<file path="src/rtl/exu_pkg.sv">
package exu_pkg;

  localparam int OPC_W  = 6;
  localparam int FUNC_W = 6;
  localparam int RIDX_W = 5;

  typedef enum logic [2:0] {
    K_NONE = 3'd0,
    K_ADD  = 3'd1,
    K_SUB  = 3'd2,
    K_AND  = 3'd3,
    K_OR   = 3'd4,
    K_XOR  = 3'd5
  } alu_kind_e;

  typedef struct packed {
    logic              legal;
    logic              trap_en;
    logic              use_imm;
    logic              imm_sext;
    alu_kind_e         kind;
    logic [RIDX_W-1:0] dst;
  } dec_t;

  // primary opcodes
  localparam logic [OPC_W-1:0] OPC_REG   = 6'd0;
  localparam logic [OPC_W-1:0] OPC_ADDT  = 6'd8;
  localparam logic [OPC_W-1:0] OPC_ADDW  = 6'd9;
  localparam logic [OPC_W-1:0] OPC_ANDI  = 6'd12;
  localparam logic [OPC_W-1:0] OPC_ORI   = 6'd13;
  localparam logic [OPC_W-1:0] OPC_XORI  = 6'd14;

  // register-register function codes
  localparam logic [FUNC_W-1:0] FN_ADDT = 6'h20;
  localparam logic [FUNC_W-1:0] FN_ADDW = 6'h21;
  localparam logic [FUNC_W-1:0] FN_SUBT = 6'h22;
  localparam logic [FUNC_W-1:0] FN_SUBW = 6'h23;
  localparam logic [FUNC_W-1:0] FN_AND  = 6'h24;
  localparam logic [FUNC_W-1:0] FN_OR   = 6'h25;
  localparam logic [FUNC_W-1:0] FN_XOR  = 6'h26;

endpackage

</file>
<file path="src/rtl/exu_decode.sv">
module exu_decode
  import exu_pkg::*;
(
  input  logic [OPC_W-1:0]  op,
  input  logic [FUNC_W-1:0] func,
  input  logic [RIDX_W-1:0] rt,
  input  logic [RIDX_W-1:0] rd,
  output dec_t              dec
);

  always_comb begin
    dec          = '0;
    dec.kind     = K_NONE;
    unique case (op)
      OPC_REG: begin
        dec.dst = rd;
        unique case (func)
          FN_ADDT: begin dec.legal = 1'b1; dec.kind = K_ADD; dec.trap_en = 1'b1; end
          FN_ADDW: begin dec.legal = 1'b1; dec.kind = K_ADD; end
          FN_SUBT: begin dec.legal = 1'b1; dec.kind = K_SUB; dec.trap_en = 1'b1; end
          FN_SUBW: begin dec.legal = 1'b1; dec.kind = K_SUB; end
          FN_AND:  begin dec.legal = 1'b1; dec.kind = K_AND; end
          FN_OR:   begin dec.legal = 1'b1; dec.kind = K_OR;  end
          FN_XOR:  begin dec.legal = 1'b1; dec.kind = K_XOR; end
          default: ;
        endcase
      end
      OPC_ADDT: begin
        dec.dst = rt; dec.legal = 1'b1; dec.kind = K_ADD;
        dec.trap_en = 1'b1; dec.use_imm = 1'b1; dec.imm_sext = 1'b1;
      end
      OPC_ADDW: begin
        dec.dst = rt; dec.legal = 1'b1; dec.kind = K_ADD;
        dec.use_imm = 1'b1; dec.imm_sext = 1'b1;
      end
      OPC_ANDI: begin dec.dst = rt; dec.legal = 1'b1; dec.kind = K_AND; dec.use_imm = 1'b1; end
      OPC_ORI:  begin dec.dst = rt; dec.legal = 1'b1; dec.kind = K_OR;  dec.use_imm = 1'b1; end
      OPC_XORI: begin dec.dst = rt; dec.legal = 1'b1; dec.kind = K_XOR; dec.use_imm = 1'b1; end
      default: ;
    endcase
  end

endmodule

</file>
<file path="src/rtl/exu_addsub.sv">
module exu_addsub #(
  parameter int DATA_W = 32
) (
  input  logic [DATA_W-1:0] a,
  input  logic [DATA_W-1:0] b,
  input  logic              sub,
  output logic [DATA_W-1:0] sum,
  output logic              sovf
);

  localparam int MSB = DATA_W - 1;

  function automatic logic [DATA_W-1:0] add_carry(
    input logic [DATA_W-1:0] x, input logic [DATA_W-1:0] y, input logic cin);
    return x + y + {{(DATA_W-1){1'b0}}, cin};
  endfunction

  // signed overflow: both addends share a sign that the sum does not
  function automatic logic signed_ovf(
    input logic xs, input logic ys, input logic ss);
    return (xs == ys) && (ss != xs);
  endfunction

  logic [DATA_W-1:0] b_eff;

  assign b_eff = sub ? ~b : b;
  assign sum   = add_carry(a, b_eff, sub);
  assign sovf  = signed_ovf(a[MSB], b_eff[MSB], sum[MSB]);

endmodule

</file>
<file path="src/rtl/exu_bitwise.sv">
module exu_bitwise
  import exu_pkg::*;
#(
  parameter int DATA_W = 32
) (
  input  logic [DATA_W-1:0] a,
  input  logic [DATA_W-1:0] b,
  input  alu_kind_e         kind,
  output logic [DATA_W-1:0] y
);

  logic sel_and, sel_or, sel_xor;

  assign sel_and = (kind == K_AND);
  assign sel_or  = (kind == K_OR);
  assign sel_xor = (kind == K_XOR);

  for (genvar i = 0; i < DATA_W; i++) begin : g_lane
    assign y[i] = (sel_and & (a[i] & b[i]))
                | (sel_or  & (a[i] | b[i]))
                | (sel_xor & (a[i] ^ b[i]));
  end

endmodule

</file>
<file path="src/rtl/exu_alu.sv">
module exu_alu
  import exu_pkg::*;
#(
  parameter int DATA_W = 32,
  parameter int IMM_W  = 16
) (
  input  logic              clk,
  input  logic              rst_n,
  input  logic              in_valid,
  input  logic [5:0]        insn_op,
  input  logic [4:0]        insn_rt,
  input  logic [15:0]       insn_low,
  input  logic [DATA_W-1:0] opnd_a,
  input  logic [DATA_W-1:0] opnd_b,
  output logic              out_valid,
  output logic              wr_en,
  output logic [4:0]        wr_idx,
  output logic [DATA_W-1:0] result,
  output logic              ovf_trap
);

  localparam int EXT_W = DATA_W - IMM_W;

  function automatic logic [DATA_W-1:0] imm_widen(
    input logic [IMM_W-1:0] imm, input logic sext);
    return {{EXT_W{sext & imm[IMM_W-1]}}, imm};
  endfunction

  dec_t              dec;
  logic [DATA_W-1:0] src_b;
  logic [DATA_W-1:0] arith_y;
  logic [DATA_W-1:0] logic_y;
  logic              arith_ovf;
  logic              is_arith;

  // named internal events, observed by the bound checker
  logic dec_legal;
  logic dec_trap_en;
  logic dec_logic;
  logic trap_hit;

  exu_decode u_dec (
    .op   (insn_op),
    .func (insn_low[5:0]),
    .rt   (insn_rt),
    .rd   (insn_low[15:11]),
    .dec  (dec)
  );

  assign src_b = dec.use_imm ? imm_widen(insn_low[IMM_W-1:0], dec.imm_sext) : opnd_b;

  exu_addsub #(.DATA_W(DATA_W)) u_add (
    .a    (opnd_a),
    .b    (src_b),
    .sub  (dec.kind == K_SUB),
    .sum  (arith_y),
    .sovf (arith_ovf)
  );

  exu_bitwise #(.DATA_W(DATA_W)) u_bit (
    .a    (opnd_a),
    .b    (src_b),
    .kind (dec.kind),
    .y    (logic_y)
  );

  assign is_arith    = (dec.kind == K_ADD) || (dec.kind == K_SUB);
  assign dec_legal   = dec.legal;
  assign dec_trap_en = dec.trap_en;
  assign dec_logic   = dec.legal && !is_arith;
  assign trap_hit    = in_valid && dec.legal && dec.trap_en && arith_ovf;

  always_ff @(posedge clk or negedge rst_n) begin
    if (!rst_n) begin
      out_valid <= 1'b0;
      wr_en     <= 1'b0;
      ovf_trap  <= 1'b0;
      wr_idx    <= '0;
      result    <= '0;
    end else begin
      out_valid <= in_valid;
      wr_en     <= in_valid && dec.legal && !trap_hit;
      ovf_trap  <= trap_hit;
      wr_idx    <= dec.dst;
      result    <= is_arith ? arith_y : logic_y;
    end
  end

endmodule

</file>
<file path="config.mk">
export PLATFORM = sky130hd
export DESIGN_NAME = exu_alu
export DESIGN_NICKNAME = d
export VERILOG_FILES = /design/src/rtl/exu_pkg.sv /design/src/rtl/exu_decode.sv /design/src/rtl/exu_addsub.sv /design/src/rtl/exu_bitwise.sv /design/src/rtl/exu_alu.sv
export SDC_FILE = /design/constraint.sdc
export NUM_CORES = 1
export LEC_CHECK = 0
export CELL_PAD_IN_SITES_DETAIL_PLACEMENT = 0
export CELL_PAD_IN_SITES_GLOBAL_PLACEMENT = 1
export CORE_MARGIN = 2
export CORE_UTILIZATION = 40
export DETAILED_ROUTE_END_ITERATION = 7
export GPL_TIMING_DRIVEN = 0
export HOLD_SLACK_MARGIN = 0.15
export PLACE_DENSITY_LB_ADDON = 0.1
export SETUP_SLACK_MARGIN = 0.15
export SLEW_MARGIN = 0
export SYNTH_ARGS = -nofsm -noshare
export SYNTH_HDL_FRONTEND = slang
export SYNTH_SLANG_ARGS = --single-unit
</file>
<file path="constraint.sdc">
create_clock -name clk -period 0.8 [get_ports clk]
set_input_delay 0.16 -clock clk [delete_from_list [all_inputs] [get_ports clk]]
set_output_delay 0.16 -clock clk [all_outputs]
set_load 0.01 [all_outputs]
</file>
# Word level (Yosys, flattened, before mapping)
# Cells that the tools add are included.
dict set report word_totals {
  ff_bits 40
  inputBits 94
  output_inout_bits 40
}
dict set report classes {
  n_addsub 2
  eq_ne 19
  mux 11
  bitwise_logic 258
  n_reduce_logical 14
}
# operator n
set ops {}
lappend ops {{bitwise AND 1 bit} 129}
lappend ops {{two-way mux 32 bit} 3}
lappend ops {{bitwise OR 1 bit} 96}
lappend ops {{== test 6 bit, second input constant} 7}
lappend ops {{case mux 8 bit (5 select lines)} 1}
lappend ops {{adder 32 x 1 -> 32 bit} 1}
lappend ops {{adder 32 bit} 1}
lappend ops {{NOT 32 bit} 1}
lappend ops {{XOR 1 bit} 32}
lappend ops {{== test 6 x 4 -> 1 bit, second input constant} 5}
lappend ops {{case mux 3 bit (5 select lines)} 1}
lappend ops {{OR reduction 2 bit} 4}
lappend ops {{OR reduction 7 bit} 1}
lappend ops {{== test 3 x 2 -> 1 bit, second input constant} 2}
lappend ops {{== test 3 bit, second input constant} 2}
lappend ops {{zero test 6 bit} 1}
lappend ops {{logical AND 1 bit} 5}
lappend ops {{OR reduction 5 bit} 1}
lappend ops {{two-way mux 1 bit} 4}
lappend ops {{case mux 1 bit (2 select lines)} 2}
lappend ops {{== test 3 x 1 -> 1 bit, second input constant} 1}
lappend ops {{== test 1 bit} 1}
lappend ops {{zero test 1 bit} 1}
lappend ops {{logical OR 1 bit} 1}
lappend ops {{inequality test 1 bit} 1}

# Logic depth before layout (Yosys ltp)
dict set report depth {
  depth_word 14
  depth_mapped 17
  depth_no_buf 15
}

# Cells and area by module
# A second synthesis with hierarchy kept.
dict set report hier_totals {
  hier_cells 707
  area_unflattened_um2 6123.4
}
# mod instances cells_per_inst area_each_um2 seq_area_each_um2
set by_module_without_submodules {}
lappend by_module_without_submodules {exu_addsub 1 299 2090.8 0.0}
lappend by_module_without_submodules {exu_bitwise 1 241 1906.8 0.0}
lappend by_module_without_submodules {exu_alu 1 136 1898.1 1001.0}
lappend by_module_without_submodules {exu_decode 1 31 227.7 0.0}

# Worst setup path before layout
# Ideal clock, no wire load.
dict set report synth_timing {
  path_kind {input-to-reg}
  start {input insn_low[2]}
  end {register result[31]}
  setup_time_ns 0.148
  arrival_time_ns 3.848
  t_required_ns 0.652
  setup_slack_ns -3.196
  path_stages 17
  path_cell_list {buf_4 -> or3b_4 -> a2111oi_4 -> nor2_1 -> nor2_2 -> buf_2 -> xnor2_1 -> ha_1 -> a21o_1 -> a21o_1 -> a31o_2 -> a221o_1 -> a31oi_1 -> o31ai_4 -> a21o_2 -> xnor2_1 -> o221ai_1}
}
dict set report synth_between {
  elab_chain_cells 9
  word_cells_on_any_way 28
  cone_classes {add/sub (2); eq/ne (12); mux (5); bitwise (6); reduce/logical (3)}
}
# element line_no
set synth_lines {}
lappend synth_lines {{start: declaration} exu_alu.sv:12} ;# input logic [15:0] insn_low,
lappend synth_lines {{== test 6 bit} exu_decode.sv:17} ;# unique case (func)
lappend synth_lines {{OR reduction 2 bit (no line)} n/a}
lappend synth_lines {{case mux 3 bit (5 select lines)} exu_decode.sv:17}
lappend synth_lines {{case mux 8 bit (5 select lines)} exu_decode.sv:14} ;# unique case (op)
lappend synth_lines {{== test 3 x 2 -> 1 bit (tied with other cells)} {exu_alu.sv:55, exu_alu.sv:67}}
lappend synth_lines {{two-way mux 32 bit (tied with other cells)} exu_addsub.sv:26} ;# assign b_eff = sub ? ~b : b;
lappend synth_lines {{adder 32 bit / bitwise OR 1 bit (equally long branches)} {exu_addsub.sv:15, exu_bitwise.sv:20}}
lappend synth_lines {{adder 32 x 1 -> 32 bit / bitwise OR 1 bit (equally long branches)} {exu_addsub.sv:15, exu_bitwise.sv:21}}
lappend synth_lines {{two-way mux 32 bit *} exu_alu.sv:85} ;# result <= is_arith ? arith_y : logic_y;
lappend synth_lines {{end signal: assignment} exu_alu.sv:85}
lappend synth_lines {{end: declaration} exu_alu.sv:18} ;# output logic [DATA_W-1:0] result,
# Mark *: on every way between the ends. The rest lies on a longest branch, timed or not.

# Final worst setup path
dict set report layout_timing {
  start {input insn_op[3]}
  end {register result[24]}
}
dict set report layout_between {
  elab_chain_cells 10
  word_cells_on_any_way 32
  cone_classes {add/sub (2); eq/ne (10); mux (6); bitwise (10); reduce/logical (4)}
}
# element line_no
set layout_lines {}
lappend layout_lines {{start: declaration} exu_alu.sv:10} ;# input logic [5:0] insn_op,
lappend layout_lines {{branches (longest 9 deep; another with adder 32 bit)} n/a}
lappend layout_lines {{two-way mux 32 bit *} exu_alu.sv:85}
# Every way passes the cells marked *.

==> flow_summary.ini <==
[run_status]
outcome = finished with violations
violations = hold timing, setup timing

[final_layout]
areaGrowthSynthToFinish_pct = 57.3
post_route_cells_drive_above_1_share = 0.319
nNetsFinal = 1053
n_antenna_cell = 0
design_area_sq_um = 8430
final_instance_count_without_filler_cells = 1041
fill_cells = 1095

[worst_setup_path]
crit_path_max_fo = 6
crit_type = in -> reg
crit_chain = buf_6 -> or4_4 -> a2111oi_4 -> nor2_4 -> nor2_4 -> buf_6 -> buf_12 -> xnor2_2 -> ha_1 -> a41o_1 -> a21oi_4 -> o21ba_4 -> nor2_4 -> o311ai_4 -> a21boi_4 -> o21a_1 -> o21a_1 -> o31ai_2
critPathMostFrequentCell = nor2_4
critPathSlowestCell = or4_4
worst_setup_path_end_kind = register
critical_path_arrival_ps = 4080
critPathRequiredTime_ps = 1000
cpPeakStageDelay_ps = 570
critPathLaunchType = input port
crit_path_start = insn_op[3]

[hold_path]
hold_class = in -> async

[die]
floorplan.rows = 42
die_y_um = 120
floorplan.initialDensity = 0.408
core_area_sq_um = 13100
floorplan.io_pins = 134
dieArea_sq_um = 14300
die_w_um = 120

[sta]
setup_total_negative_slack_ps = -99550
final-max-slew-violation-count = 0
fmax_mhz = 257
final-hold-violation-count = 15
slew_headroom = 0.510
rsz0062_at_grt = true
fin_hold_ws_ps = -208
report.final.setup_viol = 79
layout_worst_path_cycle_share = 4.86
fin_ws_ps = -3080
tightest_slew_ps = 735
timing.final.crit_period_ps = 3880

[place]
numPortBuffers = 132
gp_congestion = 0.899
placed_cell_area_sq_um = 7010
dpl.cell_count = 960
detailed_place_hpwl_mm = 13.9

[global_route]
initial_antenna_violation_count = 0
grt_start_max_net_pins = 26
gr-total-overflow = 0
globalRouteTotalUtil = 0.268
grt_pass1_vias = 5898
grt_first_pass_wirelength_mm = 30.1

[clock_network]
max-clock-path-buffers = 2
cts.htree.levels = 2
cts.root.buffer_cell = clkbuf_16
reg_clk_slew_reported_paths_ps = 70
tritoncts.num_buffers = 5
clock-sinks = 40
cts_tree = yes

[synth]
seq_area_frac_synth = 0.187
yosys.area.top_type = ha_1
postSynthAreaPerCell_sq_um = 8.23
share_of_flip_flops_with_an_asynchronous_set_or_reset_after_synthesis = 1.00
synth_area_sq_um = 5360
yosys.cell_count.top_type = ha_1
ys.flop_type = dfrtp_1
synthesis.nets = 840
synth_top_cells_by_area = ha_1, dfrtp_1, xnor2_1, a21oi_1, inv_1
netlist_instances = 651
synthesis.yosys.warnings = 0
ys_seq_elements = 40
ys_top_cells_by_count = ha_1, inv_1, a21oi_1, nand2_1, xnor2_1
yosysTopAreaCellShare = 0.220
synth_enable_flop_cells = 0
synth.distinct_cells = 70

[power_and_ir_drop]
powerDensity_nw_per_um2 = 1130
max-vdd-ir-drop_mv = 0.757
power_uw = 9550
p_leak_uw = 0.00414

[detailed_routing]
routed-via-count = 5741
routed_via_density = 5.51
post_detailed_routing_wire_length_mm = 19.9
drcViolationCount = 0
wl_per_cell_um = 19.1
drt-initial-drc-count = 371
antenna_viol_nets_final = 0
drt_pass1_iterations = 5

[flow_run]
drv_cap = 0
-- cells by family (layout without fill, tap and decap cells) --
group / count (synthesis) / after routing / share of synthesized area
compound gates: 203 / 203 / 0.268
flops: 40 / 40 / 0.187
mux: 16 / 16 / 0.0306
fa+ha+maj: 95 / 95 / 0.223
buf+inv: 98 / 312 / 0.0729
simple gates: 138 / 138 / 0.118
xor+xnor: 61 / 61 / 0.0997
-- flip-flops by register name (all words and copies together), names as in the netlist --
signal	cells
out_valid	1
ovf_trap	1
result	32
wr_en	1
wr_idx	5
-- final timing paths --
kind / slack, ps / end / depth (start not counted)
worst max-delay path: -3080 / result[24]$_DFF_PN0_ / 18
worst min-delay path: -210 / result[1]$_DFF_PN0_ / 1
max in group asynchronous: 500 / result[23]$_DFF_PN0_ / 2
min in group clk: 320 / out_valid$_DFF_PN0_ / 1
-- critical path: cells and delay by family --
kind / cells / cell delay (ps)
AND/OR/NAND/NOR: 4 / 900
AO/OA/AOI/OAI: 9 / 2230
buffers and inverters: 3 / 350
adder cells (fa/ha/maj): 1 / 360
XOR/XNOR: 1 / 80
-- through the flow --
| stage | util | setup WS (ps) |
|---|---|---|
| floorplan | - | -2900 |
| global placement | 0.532 | -3990 |
| detailed placement | 0.534 | -4010 |
| CTS | 0.595 | -3020 |
| global route | 0.641 | -3230 |
| finish | 0.641 | -3080 |
-- area by class of cell --
type / count / area, sq um / area share
tap: 176 / 220 / 0.0261
clock inverter: 3 / 46.3 / 0.00549
sequential: 40 / 1000 / 0.119
timing repair buffer: 206 / 1800 / 0.214
multi-input combinational: 513 / 4760 / 0.564
clock buffer: 5 / 125 / 0.0148
inverter: 72 / 270 / 0.0321
buffer: 26 / 208 / 0.0246
-- per-layer routing --
layer  vias to the layer above  global-route usage  routed length (um)
met4                         0              0.0831                 541
met2                       212               0.483                9970
met3                        42              0.0456                1240
met1                      2759               0.324                8100
li1                       2728                   -                   -
met5                         -                   0                   0
-- repair_timing --
| action | in CTS | in global routing |
|---|---|---|
| endpoints found under the setup margin | 79 | 79 |
| buffers inserted | 37 | 34 |
| gates cloned | 2 | 0 |
| endpoints found under the hold margin | 15 | 15 |
| gates resized for setup | 316 | 69 |
| pin swaps | 84 | 57 |
-- where the power goes --
group	leakage [uW]	switching, uW	total (uW)	internal, uW
Combinational	0.00352	2480	4910	2440
Sequential	0.000548	26.0	2140	2110
Clock	0.0000804	1010	2490	1490
Total	0.00414	3510	9550	6030
-- layout by cell type, fill, tap and decap left out, types with 19 or more instances in the layout --
cell,instances
buf_2,45
buf_6,24
nor2_1,40
o221ai_1,19
buf_4,63
dfrtp_1,40
a21oi_1,47
ha_1,83
inv_1,71
a21o_1,31
clkdlybuf4s50_1,80
xnor2_1,32
nand2_1,50
Power figures use the tool's default switching activity.
